<file path="config.mk">
export PLATFORM = sky130hd
export DESIGN_NAME = ecc_secded
export DESIGN_NICKNAME = d
export VERILOG_FILES = /design/src/rtl/ecc_pkg.sv /design/src/rtl/ecc_hamming_gen.sv /design/src/rtl/ecc_syndrome.sv /design/src/rtl/ecc_fix.sv /design/src/rtl/ecc_secded.sv
export SDC_FILE = /design/constraint.sdc
export NUM_CORES = 1
export LEC_CHECK = 0
export CORE_ASPECT_RATIO = 0.9
export CORE_MARGIN = 4
export CORE_UTILIZATION = 58
export DETAILED_ROUTE_END_ITERATION = 6
export DONT_BUFFER_PORTS = 1
export GPL_TIMING_DRIVEN = 0
export PLACE_DENSITY = 0.74
export SETUP_SLACK_MARGIN = 0.15
export SLEW_MARGIN = 20
export SYNTH_ARGS = -nofsm -noshare
export SYNTH_HDL_FRONTEND = slang
export SYNTH_SLANG_ARGS = --single-unit
</file>
<file path="constraint.sdc">
create_clock -name clk -period 3.9 [get_ports clk]
set_input_delay 0.585 -clock clk [delete_from_list [all_inputs] [get_ports clk]]
set_output_delay 0.585 -clock clk [all_outputs]
set_load 0.05 [all_outputs]
</file>
<file path="src/rtl/ecc_pkg.sv">
package ecc_pkg;

  // Smallest Hamming bit count k with 2^k >= m + k + 1.
  function automatic int calc_ham_bits(input int m);
    int r;
    r = 0;
    for (int k = 1; k < 31; k++) begin
      if (r == 0 && (1 << k) >= m + k + 1) r = k;
    end
    return r;
  endfunction

  function automatic bit is_pow2(input int p);
    return (p & (p - 1)) == 0;
  endfunction

  typedef enum logic [1:0] {
    ECC_CLEAN = 2'd0,
    ECC_FIXED = 2'd1,
    ECC_FATAL = 2'd2
  } ecc_class_e;

endpackage

</file>
<file path="src/rtl/ecc_hamming_gen.sv">
module ecc_hamming_gen #(
  parameter int M = 8,
  parameter int K = 4
) (
  input  logic [M-1:0] data_i,
  output logic [K-1:0] ham_o,
  output logic         tot_par_o
);
  localparam int NPOS = M + K;

  // Walk the codeword positions. Positions that are not a power of two hold
  // data bits in ascending order; each feeds the groups its position selects.
  always_comb begin
    int d;
    ham_o = '0;
    d = 0;
    for (int p = 1; p <= NPOS; p++) begin
      if (!ecc_pkg::is_pow2(p)) begin
        for (int i = 0; i < K; i++) begin
          if (((p >> i) & 1) == 1) ham_o[i] = ham_o[i] ^ data_i[d];
        end
        d++;
      end
    end
  end

  assign tot_par_o = (^data_i) ^ (^ham_o);

endmodule

</file>
<file path="src/rtl/ecc_syndrome.sv">
module ecc_syndrome #(
  parameter int M = 8,
  parameter int K = 4
) (
  input  logic [M-1:0] data_i,
  input  logic [K:0]   chk_i,
  output logic [K-1:0] syn_o,
  output logic         par_odd_o
);
  logic [K-1:0] fresh;
  logic         fresh_tot;

  ecc_hamming_gen #(.M(M), .K(K)) u_regen (
    .data_i    (data_i),
    .ham_o     (fresh),
    .tot_par_o (fresh_tot)
  );

  assign syn_o = fresh ^ chk_i[K-1:0];
  // fresh_tot ^ ^syn leaves data parity XOR stored Hamming parity.
  assign par_odd_o = fresh_tot ^ (^syn_o) ^ chk_i[K];

endmodule

</file>
<file path="src/rtl/ecc_fix.sv">
module ecc_fix
  import ecc_pkg::*;
#(
  parameter int M = 8,
  parameter int K = 4
) (
  input  logic [M-1:0] raw_i,
  input  logic [K-1:0] syn_i,
  input  logic         par_odd_i,
  output logic [M-1:0] data_o,
  output ecc_class_e   cls_o
);
  localparam int NPOS = M + K;

  always_comb begin
    int d;
    int sv;
    data_o = raw_i;
    sv     = int'(syn_i);
    d      = 0;
    if (!par_odd_i) begin
      cls_o = (sv == 0) ? ECC_CLEAN : ECC_FATAL;
    end else if (is_pow2(sv)) begin
      cls_o = ECC_FIXED;              // check field bit only
    end else if (sv <= NPOS) begin
      cls_o = ECC_FIXED;
      for (int p = 1; p <= NPOS; p++) begin
        if (!is_pow2(p)) begin
          if (p == sv) data_o[d] = ~raw_i[d];
          d++;
        end
      end
    end else begin
      cls_o = ECC_FATAL;              // points outside the codeword
    end
  end

endmodule

</file>
<file path="src/rtl/ecc_secded.sv">
module ecc_secded
  import ecc_pkg::*;
#(
  parameter  int DATA_W = 8,
  localparam int HAM_W  = calc_ham_bits(DATA_W),
  localparam int CHK_W  = HAM_W + 1
) (
  input  logic              clk,
  input  logic              rst_n,
  input  logic [DATA_W-1:0] wr_data_i,
  output logic [CHK_W-1:0]  wr_chk_o,
  input  logic              rd_valid_i,
  input  logic [DATA_W-1:0] rd_data_i,
  input  logic [CHK_W-1:0]  rd_chk_i,
  output logic              rd_valid_o,
  output logic [DATA_W-1:0] rd_data_o,
  output logic              rd_corr_o,
  output logic              rd_fatal_o
);

  // ---------------- write side ----------------
  logic [HAM_W-1:0] wr_ham;
  logic             wr_tot;

  ecc_hamming_gen #(.M(DATA_W), .K(HAM_W)) u_enc (
    .data_i    (wr_data_i),
    .ham_o     (wr_ham),
    .tot_par_o (wr_tot)
  );

  assign wr_chk_o = {wr_tot, wr_ham};

  // ---------------- read side ----------------
  logic [HAM_W-1:0]  syn;
  logic              par_odd;
  logic [DATA_W-1:0] fix_data;
  ecc_class_e        cls;

  ecc_syndrome #(.M(DATA_W), .K(HAM_W)) u_syn (
    .data_i    (rd_data_i),
    .chk_i     (rd_chk_i),
    .syn_o     (syn),
    .par_odd_o (par_odd)
  );

  ecc_fix #(.M(DATA_W), .K(HAM_W)) u_fix (
    .raw_i     (rd_data_i),
    .syn_i     (syn),
    .par_odd_i (par_odd),
    .data_o    (fix_data),
    .cls_o     (cls)
  );

  // ---------------- output register ----------------
  logic              valid_d, valid_q;
  logic [DATA_W-1:0] data_d, data_q;
  logic              corr_d, corr_q;
  logic              fatal_d, fatal_q;
  logic              res_en;

  assign res_en = rd_valid_i;

  always_comb begin
    valid_d = rd_valid_i;
    data_d  = data_q;
    corr_d  = corr_q;
    fatal_d = fatal_q;
    if (res_en) begin
      data_d  = fix_data;
      corr_d  = (cls == ECC_FIXED);
      fatal_d = (cls == ECC_FATAL);
    end
  end

  always_ff @(posedge clk or negedge rst_n) begin
    if (!rst_n) begin
      valid_q <= 1'b0;
      data_q  <= '0;
      corr_q  <= 1'b0;
      fatal_q <= 1'b0;
    end else begin
      valid_q <= valid_d;
      data_q  <= data_d;
      corr_q  <= corr_d;
      fatal_q <= fatal_d;
    end
  end

  assign rd_valid_o = valid_q;
  assign rd_data_o  = data_q;
  assign rd_corr_o  = corr_q;
  assign rd_fatal_o = fatal_q;

  // ---------------- assertions ----------------
  AST_WR_EVEN: assert property (@(posedge clk) disable iff (!rst_n)
    (^{wr_data_i, wr_chk_o}) == 1'b0);

  AST_VALID_RISE: assert property (@(posedge clk) disable iff (!rst_n)
    rd_valid_i |=> rd_valid_o);

  AST_VALID_IDLE: assert property (@(posedge clk) disable iff (!rst_n)
    !rd_valid_i |=> !rd_valid_o);

  AST_CLEAN_PASS: assert property (@(posedge clk) disable iff (!rst_n)
    (rd_valid_i && syn == '0 && !par_odd) |=>
      (rd_data_o == $past(rd_data_i) && !rd_corr_o && !rd_fatal_o));

  AST_ONE_FLIP: assert property (@(posedge clk) disable iff (!rst_n)
    rd_valid_i |=> ($countones(rd_data_o ^ $past(rd_data_i)) <= 1));

  AST_CHK_ONLY: assert property (@(posedge clk) disable iff (!rst_n)
    (rd_valid_i && par_odd && ((syn & (syn - 1'b1)) == '0)) |=>
      (rd_corr_o && rd_data_o == $past(rd_data_i)));

  AST_DOUBLE_RAW: assert property (@(posedge clk) disable iff (!rst_n)
    (rd_valid_i && syn != '0 && !par_odd) |=>
      (rd_fatal_o && !rd_corr_o && rd_data_o == $past(rd_data_i)));

  AST_IDLE_HOLD: assert property (@(posedge clk) disable iff (!rst_n)
    !rd_valid_i |=> ($stable(rd_data_o) && $stable(rd_corr_o) && $stable(rd_fatal_o)));

  AST_FLAGS_EXCL: assert property (@(posedge clk) disable iff (!rst_n)
    !(rd_corr_o && rd_fatal_o));

endmodule

</file>
# Yosys cells after proc, flatten, opt, wreduce, memory -nomap -nowiden
# Cells that the tools add are included.
[classes] n_reduce_logical=14 n_addsub=7 n_eq_ne=10 n_mux=99 order_cmp=15 bitwise_logic=42
[op_table] cell="2-to-1 mux 32 bit" n=21
[op_table] cell="greater-or-equal comparator 32 x 1 -> 1 bit (second input constant)" n=7
[op_table] cell="< comparator 32 x 5 -> 1 bit (second input constant)" n=7
[op_table] cell="2-to-1 mux 8 bit" n=28
[op_table] cell="adder 32 x 2 -> 32 bit (second input constant)" n=6
[op_table] cell="bitwise mux 8 bit" n=7
[op_table] cell="AND 5 x 32 -> 32 bit" n=1
[op_table] cell="zero test 32 bit" n=1
[op_table] cell="bitwise XOR 1 bit" n=32
[op_table] cell="2-to-1 mux 1 bit" n=25
[op_table] cell="== test 4 bit (first input constant)" n=6
[op_table] cell="binary-select mux 1 bit (select 3 bit)" n=7
[op_table] cell="demux 1 bit (select 3 bit)" n=7
[op_table] cell="XOR reduction 8 bit" n=2
[op_table] cell="XOR reduction 4 bit" n=3
[op_table] cell="== test 3 x 4 -> 1 bit (first input constant)" n=2
[op_table] cell="2-to-1 mux 2 bit" n=4
[op_table] cell="NOT 1 bit" n=8
[op_table] cell="logical AND 1 bit" n=7
[op_table] cell="subtractor 4 x 1 -> 5 bit (second input constant)" n=1
[op_table] cell="<= comparator 4 bit (second input constant)" n=1
[op_table] cell="zero test 4 bit" n=1
[op_table] cell="bitwise XOR 4 bit" n=1
[op_table] cell="== test 2 x 1 -> 1 bit (second input constant)" n=1
[op_table] cell="== test 2 bit (second input constant)" n=1
[totals] ff_bits=11

# Longest topological paths before layout
# Gate-level depths: netlist of the first run.
[depth] ltp_word=49 depth_mapped=10 depth_no_buf=9

# Hierarchy
# From an unflattened synthesis of the first run, not the netlist that was laid out.
[hier_totals] cells_unflattened=88 hier_area_um2=1028.5
[modules_own_cells] module="ecc_secded" cells_per_inst=27 seq_area_each_um2=275.3 n_inst=1 area_per_inst_um2=439.2
[modules_own_cells] module="ecc_hamming_gen" cells_per_inst=13 seq_area_each_um2=0.0 n_inst=2 area_per_inst_um2=163.9
[modules_own_cells] module="ecc_fix" cells_per_inst=27 seq_area_each_um2=0.0 n_inst=1 area_per_inst_um2=177.7
[modules_own_cells] module="ecc_syndrome" cells_per_inst=8 seq_area_each_um2=0.0 n_inst=1 area_per_inst_um2=83.8

# Worst setup path before layout of the first run
# OpenSTA, ideal clock, no wires.
[synth_path] path_type="input -> register" startpoint="input rd_data_i[3]" endpoint="register data_q[0] (netlist: rd_data_o[0])" path_slack_ps=665 path_stages=8 setup_ps=82 n_path_buf=0 t_arrival_ps=3153 cell_sequence="xor3_1 -> xnor2_1 -> ha_1 -> xor3_1 -> or2_2 -> mux2_4 -> or3_1 -> a31oi_1"
[synth_between] elab_chain_len=44 word_cells_on_any_way=94 classes_between="1 x add/sub; 1 x order compare; 8 x eq/ne; 60 x mux; 20 x bitwise; 4 x reduce/logical"
[synth_rtl] item="from (decl)" line_no="ecc_secded.sv:13" source="input logic [DATA_W-1:0] rd_data_i,"
[synth_rtl] item="bitwise XOR 1 bit (3 in series)" line_no="ecc_hamming_gen.sv:20" source="if (((p >> i) & 1) == 1) ham_o[i] = ham_o[i] ^ data_i[d];"
[synth_rtl] item="bitwise XOR 4 bit" line_no="ecc_syndrome.sv:19" source="assign syn_o = fresh ^ chk_i[K-1:0];"
[synth_rtl] item="== test 3 x 4 -> 1 bit" line_no="ecc_fix.sv:29" source="if (p == sv) data_o[d] = ~raw_i[d];"
[synth_rtl] item="2-to-1 mux 1 bit" line_no="ecc_fix.sv:29"
[synth_rtl] item="2-to-1 mux 1 bit" line_no="ecc_fix.sv:25" source="end else if (sv <= NPOS) begin"
[synth_rtl] item="2-to-1 mux 1 bit" line_no="ecc_fix.sv:23" source="end else if (is_pow2(sv)) begin"
[synth_rtl] item="2-to-1 mux 1 bit" line_no="ecc_fix.sv:21" source="if (!par_odd_i) begin"
[synth_rtl] item="bitwise mux 8 bit" line_no="ecc_fix.sv:29"
[synth_rtl] item="[... 26 more ...]"
[synth_rtl] item="2-to-1 mux 8 bit" line_no="ecc_fix.sv:25"
[synth_rtl] item="2-to-1 mux 8 bit" line_no="ecc_fix.sv:23"
[synth_rtl] item="2-to-1 mux 8 bit" line_no="ecc_fix.sv:21"
[synth_rtl] item="bitwise mux 8 bit" line_no="ecc_fix.sv:29"
[synth_rtl] item="2-to-1 mux 8 bit" line_no="ecc_fix.sv:29"
[synth_rtl] item="2-to-1 mux 8 bit" line_no="ecc_fix.sv:25"
[synth_rtl] item="2-to-1 mux 8 bit" line_no="ecc_fix.sv:23"
[synth_rtl] item="2-to-1 mux 8 bit (*)" line_no="ecc_fix.sv:21"
[synth_rtl] item="to (signal assigned)" line_no="ecc_secded.sv:83" source="data_q <= data_d;"
[synth_rtl] item="to (decl)" line_no="ecc_secded.sv:56" source="logic [DATA_W-1:0] data_d, data_q;"
# Every way passes the cells marked *; elsewhere a longest branch is shown, timed or not. The select of a mux whose other input is x is not followed.
# A chain may end at the register's enable or synchronous reset.

# Worst setup path in the final report of the first run
# Ends and elaborated chain as after synthesis.

==> results_dict.tcl, run 1 <==
set metrics [dict create \
    diodes 0 \
    die_area_um2 2930 \
    final_max_slew_viol_count 0 \
    clock_skew_ns 0 \
    yosys.cell_types.count 35 \
    track_usage_pct 22.1 \
    cts_tree "yes" \
    ys_async_sr_fraction_pct 100 \
    synth-seq-cells 11 \
    status "complete, no violations" \
    yosysSeqAreaShare_pct 22.3 \
    worst_slew_pin_slew_ns 1.09 \
    grt_util_met2_pct 42.3 \
    design.core.area_um2 1970 \
    htreeDepth 1 \
    synth_edf_count 0 \
    worst_hold_path_type "primary input to register" \
    cp_top_family "XOR/XNOR gates" \
    crit_type "primary input to register" \
    clockBufferDepth 2 \
    fill_cells 180 \
    yosysMostFrequentCell "xnor2_1" \
    syn_avg_cell_area_um2 9.01 \
    setup_viol 0 \
    vias 1047 \
    fin_area_um2 1320 \
    synth_area_um2 1230 \
    startpoint_type "primary input" \
    path_cells "xor3_1 > xnor2_1 > ha_1 > xor3_1 > or2_2 > mux2_4 > buf_2 > o21ai_0 > a31oi_1" \
    path_buf_inv 1 \
    critPathMaxStageDelay_ns 0.52 \
    grt_overflow 0 \
    pin_count 40 \
    slew_headroom_pct 26.5 \
    die_w_um 56.6 \
    cts-buffers-inserted 3 \
    rows 15 \
    dp_hpwl_um 2340 \
    gp_congestion 0.859 \
    pre_cts_slack_ns 0.398 \
    met1_usage_pct 23.3 \
    start_util_pct 62.7 \
    setup_tns_ns 0 \
    synth_flop_cell "dfrtp_1" \
    cts_num_sinks 11 \
    clk-insertion-delay-late_ns 0.27 \
    clk_pin_slew_ns 0.07 \
    hold_buffers 1 \
    postCtsSetupBuffers 0 \
    min_period_ns 3.23 \
    rsz0062_at_grt "no" \
    detailed_place.area_um2 1270 \
    synth_top_area_cell "dfrtp_1" \
    path_max_fanout 10 \
    grt_pass1_vias 1128 \
    hold_violations 0 \
    synth_fp_nets 169 \
    via_per_inst 6.23 \
    drtIter0Drc 25 \
    cts_resized 0 \
    timing.hold.ws_ns 0.339 \
    routed_wl_um 2980 \
    synthTopCellsByCount "xnor2_1 (18), dfrtp_1 (11), inv_1 (10), nand2_1 (10), nand3_1 (9)" \
    nets 176 \
    leakage_nw 0.549 \
    powerDensity_nw_per_um2 676 \
    grt_first_pass_wirelength_um 5060 \
    fin_ws_ns 0.673 \
    ff_latch_area_um2 275 \
    ir_drop_mv 0.434 \
    antenna_found_initial 0 \
    grt.busiest_layer "met2" \
    synth_warnings 0 \
    wl_per_cell_um 17.7 \
    synth_top_area_share_pct 22.3 \
    syn_inst 137 \
    max_freq_ghz 0.310 \
    multiInputGateArea_um2 902 \
    grt_max_degree 11 \
    layout-drive-gt1-share_pct 8.39 \
    crit_top_cell "xor3_1" \
    dr.pass1.iters 5 \
    cts-root-buf "clkbuf_4" \
    final_antenna_net_count 0 \
    area_growth_syn_to_layout_pct 6.89 \
    cp.arrival_ns 3.35 \
    crit_path_end_kind "register" \
    die_height_um 51.8 \
    cp.required_ns 4.03 \
    period_share_pct 82.8 \
    critPathSlowestCell "xnor2_1" \
    max_cap_viol_count 0 \
    synthTopCellsByArea "dfrtp_1 (22%), xnor2_1 (13%), ha_1 (8.1%)" \
    drc 0 \
    met3_usage_pct 7.44 \
    io_buffers 0 \
]
[where the power goes]
part | switching (W) | internal (W) | total [W]
Clock | 0.0000381 | 0.0000397 | 0.0000777
Sequential | 0.000150 | 0.000148 | 0.000298
Combinational | 0.000313 | 0.000204 | 0.000517
[path summary, 6_finish.rpt]
check	start	end	slack, ns	cells after the start
setup / recovery	rd_data_i[3]	rd_data_o[0]$_DFFE_PN0P_	0.67	9
hold / removal	rd_valid_i	rd_valid_o$_DFF_PN0_	0.34	0
setup reg to reg	rd_fatal_o$_DFFE_PN0P_	rd_fatal_o$_DFFE_PN0P_	2.70	2
hold reg to reg	rd_data_o[3]$_DFFE_PN0P_	rd_data_o[3]$_DFFE_PN0P_	0.81	2
max in group asynchronous	rst_n	rd_data_o[5]$_DFFE_PN0P_	3.05	1
min in group asynchronous	rst_n	rd_data_o[3]$_DFFE_PN0P_	0.62	1
[layout by cell type (no fill, tap or decap), types with 4 or more instances in the layout]
cell type	synthesis	routed
inv_1	10	10
nor2_1	7	7
a211o_1	4	4
nand3_1	9	9
a31oi_1	8	8
nand2_1	10	10
dfrtp_1	11	11
xnor2_1	18	17
ha_1	8	8
clkbuf_1	3	4
nand4_1	4	4
o21ai_0	7	7
xor2_1	6	6
nand4b_1	4	4
[per-stage QoR]
step	power, W	std cells	util, %
6_report	0.000892	168	67.0
3_5_place_dp	0.000812	162	64.6
2_1_floorplan	0.000721	137	-
4_1_cts	0.000895	167	66.5
5_1_grt	0.000953	168	67.0
3_3_place_gp	0.000785	162	64.3
[metal layers]
layer / wire length (um) / up-vias
met4: 14 / 0
met2: 1580 / 44
met1: 1120 / 499
met3: 262 / 4
met5: 0 / -
li1: - / 500
[flip-flops by register name, summed over array words and instances (netlist names)]
signal,flops
rd_data_o,8
rd_corr_o,1
rd_valid_o,1
rd_fatal_o,1
[layout make-up]
type                            instances  share of cell area [%]
Timing Repair Buffer                    2                    1.52
Sequential cell                        11                    20.9
Multi-Input combinational cell        110                    68.3
Tap cell                               25                    2.37
Clock buffer                            4                    1.99
Buffer                                  6                    2.09
Inverter                               10                    2.84
[kinds of logic (layout without fill, tap and decap cells)]
logic type                 after synthesis  in the layout  share of synthesized area (%)
adders and majority gates                8              8                           8.11
buffers and inverters                   16             22                           5.27
DFF                                     11             11                           22.3
xor gates and xnor gates                30             30                           28.3
muxes                                    2              2                           2.13
AOI/OAI and AO/OA                       27             27                           15.5
and+or+nand+nor                         43             43                           18.4
Power figures use the tool's default switching activity.
==> run 2, diff against run 1 <==
==> constraint.sdc (replaced) <==
create_clock -name clk -period 3.1 [get_ports clk]
set_input_delay 0.465 -clock clk [delete_from_list [all_inputs] [get_ports clk]]
set_output_delay 0.465 -clock clk [all_outputs]
set_load 0.05 [all_outputs]
==> run 2 against run 1 <==
- global-route usage is 0.66 points lower
- highest routed layer unchanged
- worst hold slack worse by 0.12 ns
- clock skew is the same
- largest cell class unchanged
- critical path depth decreased by 1
- register-to-register slack got worse by 0.81 ns
- wire length decreased by 4.5%
- sequential power is 26% higher
- sequential cell count unchanged
- final cell count down 0.60%
- critical endpoint is now rd_data_o[6]$_DFFE_PN0P_
==> results_dict.tcl, run 2 (synthesis gave the netlist of run 1 again) <==
set metrics [dict create \
    grt_max_degree 12 \
    power_switching_w 0.000628 \
    area_growth_syn_to_layout_pct 8.71 \
    switching_share_pct 56.1 \
    antenna_found_initial 0 \
    cts_tree "yes" \
    gp_congestion 0.839 \
    cts-root-buf "clkbuf_4" \
    track_usage_pct 21.4 \
    dp_hpwl_um 2220 \
    leakage_nw 0.562 \
    status "complete, no violations" \
    drc 0 \
    path_max_fanout 6 \
    die_w_um 56.6 \
    final_antenna_net_count 0 \
    p_clk_share_pct 8.7 \
    vias 1029 \
    crit_type "primary input to register" \
    htreeDepth 1 \
    p_int_w 0.000491 \
    wl_per_cell_um 17.0 \
    routed_wl_um 2850 \
    nets 175 \
    ir_drop_mv 0.526 \
    min_period_ns 2.83 \
    clock_skew_ns 0 \
    grt_overflow 0 \
    mostFrequentLayoutCell "xnor2_1" \
    clk-insertion-delay-late_ns 0.27 \
    power_frac_comb_pct 57.7 \
    dr.pass1.iters 4 \
    cts_num_sinks 11 \
    cp.required_ns 3.28 \
    powerDensity_nw_per_um2 833 \
    timing.hold.ws_ns 0.219 \
    hold_violations 0 \
    period_share_pct 91.2 \
    clockBufferDepth 2 \
    fill_cells 172 \
    rsz0062_at_grt "yes" \
    rows 15 \
    final_cell_mix "xnor2_1 (14), dfrtp_1 (11), inv_1 (10), nand2_1 (10), nand3_1 (9)" \
    startpoint_type "primary input" \
    crit_path_end_kind "register" \
    die_area_um2 2930 \
    worst_hold_path_type "primary input to register" \
    max_cap_viol_count 0 \
    grt_pass1_vias 1046 \
    final_max_slew_viol_count 0 \
    worst_slew_pin_slew_ns 1.09 \
    cts-buffers-inserted 3 \
    grt_first_pass_wirelength_um 4860 \
    layout-drive-gt1-share_pct 12.7 \
    largest_reg_flops 8 \
    slew_headroom_pct 26.7 \
    pin_count 40 \
    drtIter0Drc 22 \
    dp_cells 162 \
    setup_viol 0 \
    seqPwrFrac_pct 33.5 \
    design.core.area_um2 1970 \
    io_buffers 0 \
    clk_pin_slew_ns 0.07 \
    die_height_um 51.8 \
    via_per_inst 6.16 \
    fin_cells 167 \
    diodes 0 \
    max_freq_ghz 0.354 \
    start_util_pct 62.7 \
    cp.arrival_ns 3.01 \
]
-- run 2: power by group through the flow --
stage | logic (W) | clock network, W | registers [W]
after detailed placement | 0.000636 | 0 | 0.000379
final | 0.000646 | 0.0000978 | 0.000375
after CTS | 0.000643 | 0.000102 | 0.000376
after floorplan | 0.000538 | 0 | 0.000370
after global placement | 0.000613 | 0 | 0.000377
after global routing | 0.000717 | 0.000110 | 0.000380
-- run 2: repair_timing --
| item | CTS | global route |
|---|---|---|
| gates resized for setup | 0 | 1 |
| buffers inserted | 0 | 0 |
| hold endpoints to repair | 11 | 0 |
| hold buffers | 1 | 0 |
| setup endpoints to repair | 0 | 4 |
-- run 2: per-stage QoR --
step	utilization [%]	setup slack, ns	cell area [um2]	setup TNS (ns)	total power, W
after floorplan	-	0.168	1260	0	0.000908
after global placement	65.5	0.0439	1290	0	0.000990
after detailed placement	65.9	-0.0224	1300	-0.0493	0.00102
after CTS	67.7	0.265	1340	0	0.00112
after global routing	68.1	0.143	1340	0	0.00121
final	68.1	0.271	1340	0	0.00112
-- run 2: worst max-delay path, cell delays in order --
cell     delay (ns)
xnor2_1        0.14
xnor3_2        0.52
ha_1           0.34
xor3_1         0.40
or2_2          0.30
mux2_4         0.30
or3_1          0.35
a31oi_1        0.20
-- run 2: worst paths after layout --
path,start,end,slack (ns),depth (start not counted)
hold reg to reg,rd_data_o[0]$_DFFE_PN0P_,rd_data_o[0]$_DFFE_PN0P_,0.82,2
setup / recovery,rd_data_i[1],rd_data_o[6]$_DFFE_PN0P_,0.27,8
setup reg to reg,rd_fatal_o$_DFFE_PN0P_,rd_fatal_o$_DFFE_PN0P_,1.89,2
max in group asynchronous,rst_n,rd_data_o[2]$_DFFE_PN0P_,2.15,1
min in group asynchronous,rst_n,rd_data_o[5]$_DFFE_PN0P_,0.60,1
hold / removal,rd_valid_i,rd_valid_o$_DFF_PN0_,0.22,0
-- run 2: layout make-up --
type                    instances  area [um2]  share of cell area, %
flip-flops and latches         11         275                   20.5
repair buffers                  1        10.0                  0.746
inverters                      10        37.5                   2.80
clock buffers                   4        26.3                   1.96
multi-input cells             110         935                   69.6
plain buffers                   6        27.5                   2.05
well taps                      25        31.3                   2.33
-- run 2: routing by layer --
layer  GRT usage, %  wire length (um)  up-vias
met5              0                 0        -
met4           3.56                17        0
met3           7.20               228        5
met2           39.4              1480       44
met1           24.4              1120      480
li1               -                 -      500
